$ cat src/rtl/burst_seq_pkg.sv
package burst_seq_pkg;

  typedef enum logic {
    ORD_LINEAR = 1'b0,
    ORD_XOR    = 1'b1
  } order_e;

  typedef enum logic [1:0] {
    SRC_NONE = 2'd0,
    SRC_CPU  = 2'd1,
    SRC_CTL  = 2'd2
  } start_src_e;

endpackage

$ cat src/rtl/bas_start_arb.sv
module bas_start_arb
  import burst_seq_pkg::*;
(
  input  logic       cpu_stb_n,
  input  logic       ctl_stb_n,
  input  logic       chip_en_n,
  output logic       start,
  output start_src_e src
);

  logic cpu_req;
  logic ctl_req;

  assign cpu_req = ~cpu_stb_n & ~chip_en_n;
  assign ctl_req = ~ctl_stb_n;

  // processor side wins a tie
  always_comb begin
    src = SRC_NONE;
    if (cpu_req)      src = SRC_CPU;
    else if (ctl_req) src = SRC_CTL;
  end

  assign start = (src != SRC_NONE);

endmodule

$ cat src/rtl/bas_offset_gen.sv
module bas_offset_gen
  import burst_seq_pkg::*;
#(
  parameter int OFF_W = 2
) (
  input  logic [OFF_W-1:0] base_off,
  input  logic [OFF_W-1:0] step_idx,
  input  order_e           order,
  output logic [OFF_W-1:0] off
);

  logic [OFF_W-1:0] lin_off;
  logic [OFF_W-1:0] xor_off;

  assign lin_off = base_off + step_idx;  // wraps modulo 2**OFF_W
  assign xor_off = base_off ^ step_idx;

  assign off = (order == ORD_XOR) ? xor_off : lin_off;

endmodule

$ cat src/rtl/burst_addr_seq.sv
module burst_addr_seq
  import burst_seq_pkg::*;
#(
  parameter int ADDR_W = 20,
  parameter int OFF_W  = 2
) (
  input  logic              clk,
  input  logic              rst_n,
  input  logic [ADDR_W-1:0] ext_addr,
  input  logic              cpu_stb_n,
  input  logic              ctl_stb_n,
  input  logic              chip_en_n,
  input  logic              adv_n,
  input  logic              linear_n,
  output logic [ADDR_W-1:0] addr_o,
  output logic              burst_act
);

  localparam int HI_W = ADDR_W - OFF_W;

  logic              start;
  start_src_e        src;
  order_e            order;
  logic [OFF_W-1:0]  base_q;
  logic [OFF_W-1:0]  idx_q;
  logic [OFF_W-1:0]  idx_nxt;
  logic [OFF_W-1:0]  off_nxt;
  logic [ADDR_W-1:0] addr_q;
  logic              act_q;
  logic              step;

  bas_start_arb u_arb (
    .cpu_stb_n (cpu_stb_n),
    .ctl_stb_n (ctl_stb_n),
    .chip_en_n (chip_en_n),
    .start     (start),
    .src       (src)
  );

  // static pin, not registered
  assign order   = linear_n ? ORD_XOR : ORD_LINEAR;
  assign idx_nxt = idx_q + 1'b1;
  assign step    = act_q & ~adv_n & ~start;

  bas_offset_gen #(.OFF_W(OFF_W)) u_off (
    .base_off (base_q),
    .step_idx (idx_nxt),
    .order    (order),
    .off      (off_nxt)
  );

  always_ff @(posedge clk) begin
    if (!rst_n) begin
      addr_q <= '0;
      base_q <= '0;
      idx_q  <= '0;
      act_q  <= 1'b0;
    end else if (start) begin
      addr_q <= ext_addr;
      base_q <= ext_addr[OFF_W-1:0];
      idx_q  <= '0;
      act_q  <= 1'b1;
    end else if (step) begin
      idx_q               <= idx_nxt;
      addr_q[OFF_W-1:0]   <= off_nxt;
    end
  end

  assign addr_o    = addr_q;
  assign burst_act = act_q;

  // reset leaves idle state
  p_reset_idle_r1: assert property (@(posedge clk)
    $past(!rst_n) |-> (addr_o == '0 && !burst_act));

  // qualified processor strobe loads the bus address
  p_cpu_load_r2: assert property (@(posedge clk) disable iff (!rst_n)
    ($past(rst_n) && $past(!cpu_stb_n && !chip_en_n))
      |-> (addr_o == $past(ext_addr) && burst_act));

  // controller strobe loads regardless of chip enable
  p_ctl_load_r3: assert property (@(posedge clk) disable iff (!rst_n)
    ($past(rst_n) && $past(!ctl_stb_n))
      |-> (addr_o == $past(ext_addr) && burst_act));

  // no start and no advance holds everything
  p_hold_r4: assert property (@(posedge clk) disable iff (!rst_n)
    ($past(rst_n) && $past(adv_n) && $past(ctl_stb_n) && $past(cpu_stb_n | chip_en_n))
      |-> ($stable(addr_o) && $stable(burst_act)));

  // upper bits only change on a start
  p_upper_fixed_r4: assert property (@(posedge clk) disable iff (!rst_n)
    ($past(rst_n) && $past(ctl_stb_n) && $past(cpu_stb_n | chip_en_n))
      |-> $stable(addr_o[ADDR_W-1:OFF_W]));

  // advance without a burst changes nothing
  p_idle_adv_r10: assert property (@(posedge clk) disable iff (!rst_n)
    ($past(rst_n) && !$past(burst_act) && $past(ctl_stb_n) && $past(cpu_stb_n | chip_en_n))
      |-> (!burst_act && $stable(addr_o)));

  // arbiter never names two sources
  p_one_src_r9: assert property (@(posedge clk) disable iff (!rst_n)
    (!cpu_stb_n && !chip_en_n) |-> (src == SRC_CPU));

  if (HI_W < 1) begin : g_bad_width
    initial $error("ADDR_W must exceed OFF_W");
  end

endmodule

$ cat config.mk
export PLATFORM = sky130hd
export DESIGN_NAME = burst_addr_seq
export DESIGN_NICKNAME = d
export VERILOG_FILES = /design/src/rtl/burst_seq_pkg.sv /design/src/rtl/bas_start_arb.sv /design/src/rtl/bas_offset_gen.sv /design/src/rtl/burst_addr_seq.sv
export SDC_FILE = /design/constraint.sdc
export NUM_CORES = 1
export LEC_CHECK = 0
export ABC_AREA = 1
export BUFFER_PORTS_ARGS = -buffer_cell sky130_fd_sc_hd__buf_2
export CAP_MARGIN = 20
export CORE_UTILIZATION = 40
export DETAILED_ROUTE_END_ITERATION = 12
export GPL_TIMING_DRIVEN = 0
export PLACE_DENSITY_LB_ADDON = 0.08
export SLEW_MARGIN = 20
export SYNTH_ARGS = -nofsm -noshare
export SYNTH_HDL_FRONTEND = slang
export SYNTH_SLANG_ARGS = --single-unit
$ cat constraint.sdc
create_clock -name clk -period 2 [get_ports clk]
set_input_delay 0.2 -clock clk [delete_from_list [all_inputs] [get_ports clk]]
set_output_delay 0.2 -clock clk [all_outputs]
set_load 0.1 [all_outputs]
==> results of run 1 <==
## flip-flops by register name (all words and copies together), names as in the netlist
register	count
burst_act	1
addr_o	20
idx_q	2
base_q	2
## layout make-up
type	instances	area, sq um	area share, %
Sequential cell	25	500	38.6
Inverter	10	40.0	3.09
Timing Repair Buffer	47	235	18.2
Tap cell	28	35.0	2.71
Multi-Input combinational cell	89	405	31.3
Buffer	6	52.6	4.06
Clock buffer	4	26.3	2.03
## layout by cell type, fill, tap and decap left out, types with 2 or more instances in the layout
cell,count
o21ai_0,19
nand2_1,16
clkbuf_1,3
buf_2,47
inv_1,9
dfxtp_1,25
nor2_1,41
a21oi_2,2
nand3_1,3
buf_6,4
o21ai_1,2
clkbuf_4,3
## cell usage after synthesis
cell type and count:
clkbuf_1 2, a21oi_2 2, ha_1 1, xor2_1 1
nor2_1 41, nand2_1 16, dfxtp_1 25, inv_1 9
nor3_1 1, o21ai_0 19, buf_6 4, o22ai_1 1
inv_4 1, nand3_1 3, o21ai_4 1, a21oi_1 1
o21ai_1 2
## worst register-to-register path, stage by stage, from the launching register on
cell and delay [ps]:
dfxtp_1 390, inv_1 80, ha_1 190, nand2_1 70, nand2_1 60, nand3_1 80, nand3_1 90, a21oi_2 120
## power breakdown
group | total [mW] | leakage [nW] | switching [mW] | internal [mW]
logic | 0.406 | 0.449 | 0.325 | 0.0804
registers | 0.551 | 0.208 | 0.0158 | 0.535
clock network | 0.218 | 0.0150 | 0.140 | 0.0778
total | 1.17 | 0.672 | 0.481 | 0.693
## per-stage QoR
| stage | setup slack [ps] | util [%] |
|---|---|---|
| 2_1_floorplan | 328 | - |
| 3_5_place_dp | 890 | 55.7 |
| 5_1_grt | 647 | 56.9 |
| 6_report | 692 | 56.9 |
| 3_3_place_gp | 921 | 55.7 |
| 4_1_cts | 680 | 56.9 |
## worst paths after layout
path | to | slack, ps | cells after the start
worst max-delay path | burst_act | 690 | 1
worst max register to register | addr_o[1] | 870 | 7
worst min register to register | base_q[0] | 490 | 2
worst min-delay path | addr_o[13] | 100 | 3
## cell families after synthesis
| family | after synthesis |
|---|---|
| AOI/OAI and AO/OA | 26 |
| xor gates and xnor gates | 1 |
| adders and majority gates | 1 |
| buffers and inverters | 16 |
| DFF | 25 |
| and+or+nand+nor | 61 |
## routing by layer
layer  GRT usage (%)  vias up  part of all wire [%]
li1                -      511                     -
met1            22.6      430                    48
met2            30.3       25                    47
met3            3.80        2                   4.2
met4            8.11        0                  0.65
met5               0        -                     0
==> out/results.ini, run 1 <==
[finish]
fillers = 227
syn_to_final_growth_pct = 29.7
antenna_cells = 0
final_nets = 210
fin_area_sq_um = 1290
drive_above_1_share_pct = 32.0
instances_no_fill = 209

[yosys]
synth_mux_area_share_pct = 0
yosys.area_share.adder_pct = 1.25
synthSimpleGateAreaFrac_pct = 23.4
syn_area_per_cell_sq_um = 7.68
ys_top_cells_by_area = dfxtp_1 (50%), nor2_1 (15%), o21ai_0 (9.5%)
synth.distinct_cells = 17
synth.top_cell.area_share_pct = 50.1
syn_area_sq_um = 998
synth_top_family_by_area = simple AND/OR/NAND/NOR gates
synthCells = 130
synthesis.nets = 158
synth-warning-count = 0
synth.largest_area_cell = dfxtp_1
ys_seq_elements = 25
synth_seq_area_share_pct = 50.1
synth-compound-area-share_pct = 15.0
synth_xor_xnor_area_share_pct = 0.877

[critical_path]
crit_fanout = 3
endpoint_kind = output port
slowest_stage = buf_2
timing.rr.start = idx_q[0]
cp_top_family = buffers and inverters
cp-start-kind = flop
crit_arrival_ps = 1110
max_stage_delay_ps = 430
crit_path_cell_trace = buf_2
worstSetupPathType = flop to output port
cp.required_ps = 1800
worst-path-buf-inv = 1
startpoint = burst_act

[power]
ir_drop_v = 0.000634
p_total_mw = 1.17
powerDensity_nw_per_um2 = 907
leakagePower_nw = 0.672

[route]
wl_per_cell_um = 10.3
drt_iter0_drc = 15
avgViaCountPerCell = 4.63
vias = 968
drc = 0
drtAntennaViolNets = 0
drt_wl_total_mm = 2.14
drt_pre_antenna_iters = 5

[sta]
max_freq_ghz = 0.764
tns_ps = 0
tightest_slew_ps = 494
fin_crit_ps = 1310
hold_ws_ps = 103
relSlewSlack_pct = 67.3
setup_viol = 0
finClkSkew_ps = 3.61
maxSlewViolCount = 0
finalHoldViolations = 0
layout_worst_path_cycle_share_pct = 65.4
rsz0062_at_grt = false

[placement]
place_hpwl_mm = 1.61
place_area_sq_um = 1270
gp_congestion = 0.728
place_inst = 205
portBuffers = 47

[grt]
grt_pass1_wl_mm = 3.73
grt_pass1_vias = 935
grt_max_degree = 14
grt_use_total_pct = 18.3
antenna_found_initial = 0
grt_overflow = 0

[floorplan]
die_w_um = 52.0
coreArea_sq_um = 2280
rows = 17
initial_utilization_pct = 43.9
die_h_um = 52.0
io_pins = 48
design.die.area_sq_um = 2700

[clock_tree]
tritoncts = yes
h-tree-depth = 1
post_cts_resized = 0
clkTransAtPathRegs_ps = 130
cts_sinks = 25
cts-root-buf = clkbuf_4
worstSkewPairLatency_ps = 310
holdBufCountCts = 0
numCtsBuffers = 3
postCtsSetupRepairBufs = 0
cts_max_path_buffers = 2

[flow_run]
cap_violations = 0

[status]
outcome = finished, final reports clean

[worst_hold_path]
hold_path_class = input port to flop
hp-start = ext_addr[13]

Note: power is estimated with default switching activity, not from simulation.
==> inputs of run 2 (changes only) <==
clock period = 1.4 ns   (was 2 ns; I/O delays follow)
==> out/results.ini, run 2 (synthesis gave the netlist of run 1 again) <==
[clock_tree]
cts_sinks = 25  ; unchanged
cts_max_path_buffers = 2  ; unchanged
worstSkewPairLatency_ps = 300  ; about the same
postCtsSetupRepairBufs = 0  ; unchanged
tritoncts = yes
clkTransAtPathRegs_ps = 130  ; about the same
holdBufCountCts = 0  ; unchanged
cts-root-buf = clkbuf_4
h-tree-depth = 1  ; unchanged
numCtsBuffers = 3  ; unchanged
post_cts_resized = 0  ; unchanged

[power]
powerDensity_nw_per_um2 = 1300  ; +43%
comb_power_share_pct = 34.5  ; about the same
p_total_mw = 1.68  ; +43%
ir_drop_v = 0.000753  ; +19%
seq_power_share_pct = 47.0  ; about the same
leakagePower_nw = 0.672  ; about the same
p_int_uw = 991  ; +43%
swShare_pct = 41.0  ; about the same
clock_power_share_pct = 18.6  ; about the same
p_switching_uw = 688  ; +43%

[critical_path]
worst-path-buf-inv = 1  ; unchanged
cp.required_ps = 1260  ; -540 ps
rr_worst_depth = 7  ; unchanged
timing.rr.start = idx_q[0]
crit_fanout = 2  ; -1
crit_path_cell_trace = buf_2
endpoint_kind = output port
startpoint = addr_o[10]
slowest_stage = buf_2
cp-start-kind = flop
cp_top_family = buffers and inverters
worstSetupPathType = flop to output port
max_stage_delay_ps = 430  ; about the same
worstReg2RegEnd = addr_o[1]
r2r_slack_ps = 270  ; -600 ps
crit_arrival_ps = 1090  ; -20 ps

[grt]
grt_overflow = 0  ; unchanged
grt_pass1_vias = 886  ; -5.2%
grt_pass1_wl_mm = 3.54  ; -5.2%
antenna_found_initial = 0  ; unchanged
grt_max_degree = 14  ; unchanged
grt_use_total_pct = 17.7  ; -0.65 points

[finish]
final_nets = 210  ; unchanged
final_common_cell = buf_2
antenna_cells = 0  ; unchanged
mostFrequentLayoutCells = buf_2 (47), nor2_1 (41), dfxtp_1 (24)
multi_input_area_sq_um = 405  ; unchanged
drive_above_1_share_pct = 32.6  ; +0.55 points
syn_to_final_growth_pct = 29.8  ; about the same
fillers = 228  ; +0.44%
largest_reg_flops = 20  ; unchanged
regArea_sq_um = 502  ; +0.25%

[status]
outcome = finished, final reports clean

[route]
vias = 949  ; -2.0%
drtAntennaViolNets = 0  ; unchanged
drt_iter0_drc = 5  ; -10
wl_per_cell_um = 10.3  ; about the same
drc = 0  ; unchanged
drt_pre_antenna_iters = 3  ; -2
drt_wl_total_mm = 2.14  ; about the same
avgViaCountPerCell = 4.54  ; -2.0%

[sta]
max_freq_ghz = 0.810
fin_crit_ps = 1230
timing.final.ws_setup_ps = 165  ; -526 ps
finalHoldViolations = 0  ; unchanged
finClkSkew_ps = 1.27  ; -2.34 ps
layout_worst_path_cycle_share_pct = 88.2
tightest_slew_ps = 489  ; -5.56 ps
tns_ps = 0  ; unchanged
maxSlewViolCount = 0  ; unchanged
rsz0062_at_grt = false
setup_viol = 0  ; unchanged
relSlewSlack_pct = 67.6  ; +0.37 points

[worst_hold_path]
hold_path_class = input port to flop
hold_depth = 3  ; unchanged
min_to = addr_o[8]
hp-start = ext_addr[8]

[floorplan]
design.die.area_sq_um = 2700  ; unchanged
coreArea_sq_um = 2280  ; unchanged
die_h_um = 52.0  ; unchanged
io_pins = 48  ; unchanged
rows = 17  ; unchanged
initial_utilization_pct = 43.9  ; unchanged
die_w_um = 52.0  ; unchanged

[flow_run]
cap_violations = 0  ; unchanged

[placement]
portBuffers = 47  ; unchanged
pre_cts_ws_ps = 288  ; -602 ps
place_hpwl_mm = 1.61  ; about the same
gp_congestion = 0.739  ; +1.6%

[run 2: cell count changes in the layout (fill, tap and decap cells not counted)]
| cell | previous run | this run |
|---|---|---|
| dfxtp_2 | 0 | 1 |
| dfxtp_1 | 25 | 24 |
[run 2: area by class of cell]
class,count,share of cell area (%)
clock buffers,4,2.03
flip-flops and latches,25,38.7
inverters,10,3.09
repair buffers,47,18.1
plain buffers,6,4.05
multi-input cells,89,31.3
well taps,28,2.70
[run 2: how the worst max path moves through the flow]
stage / to / slack [ps] / cells after the start
4_1_cts: addr_o[2] / 150 / 1
6_report: addr_o[10] / 170 / 1
3_3_place_gp: addr_o[1] / 330 / 7
2_1_floorplan: addr_o[1] / 110 / 2
5_1_grt: addr_o[14] / 110 / 1
3_5_place_dp: addr_o[1] / 290 / 7
[run 2: power by group through the flow]
stage               registers, mW  clock network, mW  logic [mW]
floorplan                    1.15                  0       0.124
global placement            0.802                  0       0.577
detailed placement          0.804                  0       0.581
CTS                         0.789              0.330       0.582
global route                0.795              0.347       0.613
finish                      0.788              0.312       0.579
[run 2: routing by layer]
layer / up-vias / share of wire, % / wire length [um] / track usage, %
li1: 512 / - / - / -
met1: 416 / 49 / 1050 / 21.6
met2: 19 / 46 / 994 / 29.7
met3: 2 / 3.8 / 82 / 3.22
met4: 0 / 0.84 / 18 / 8.11
met5: - / 0 / 0 / 0
[run 2: stage by stage]
step	hold slack, ps	cell area, sq um	std cells	util (%)
3_5_place_dp	370	1270	205	55.8
2_1_floorplan	271	1000	130	-
4_1_cts	36.3	1300	209	57.0
6_report	47.0	1300	209	57.0
5_1_grt	36.2	1300	209	57.0
3_3_place_gp	358	1270	205	55.8
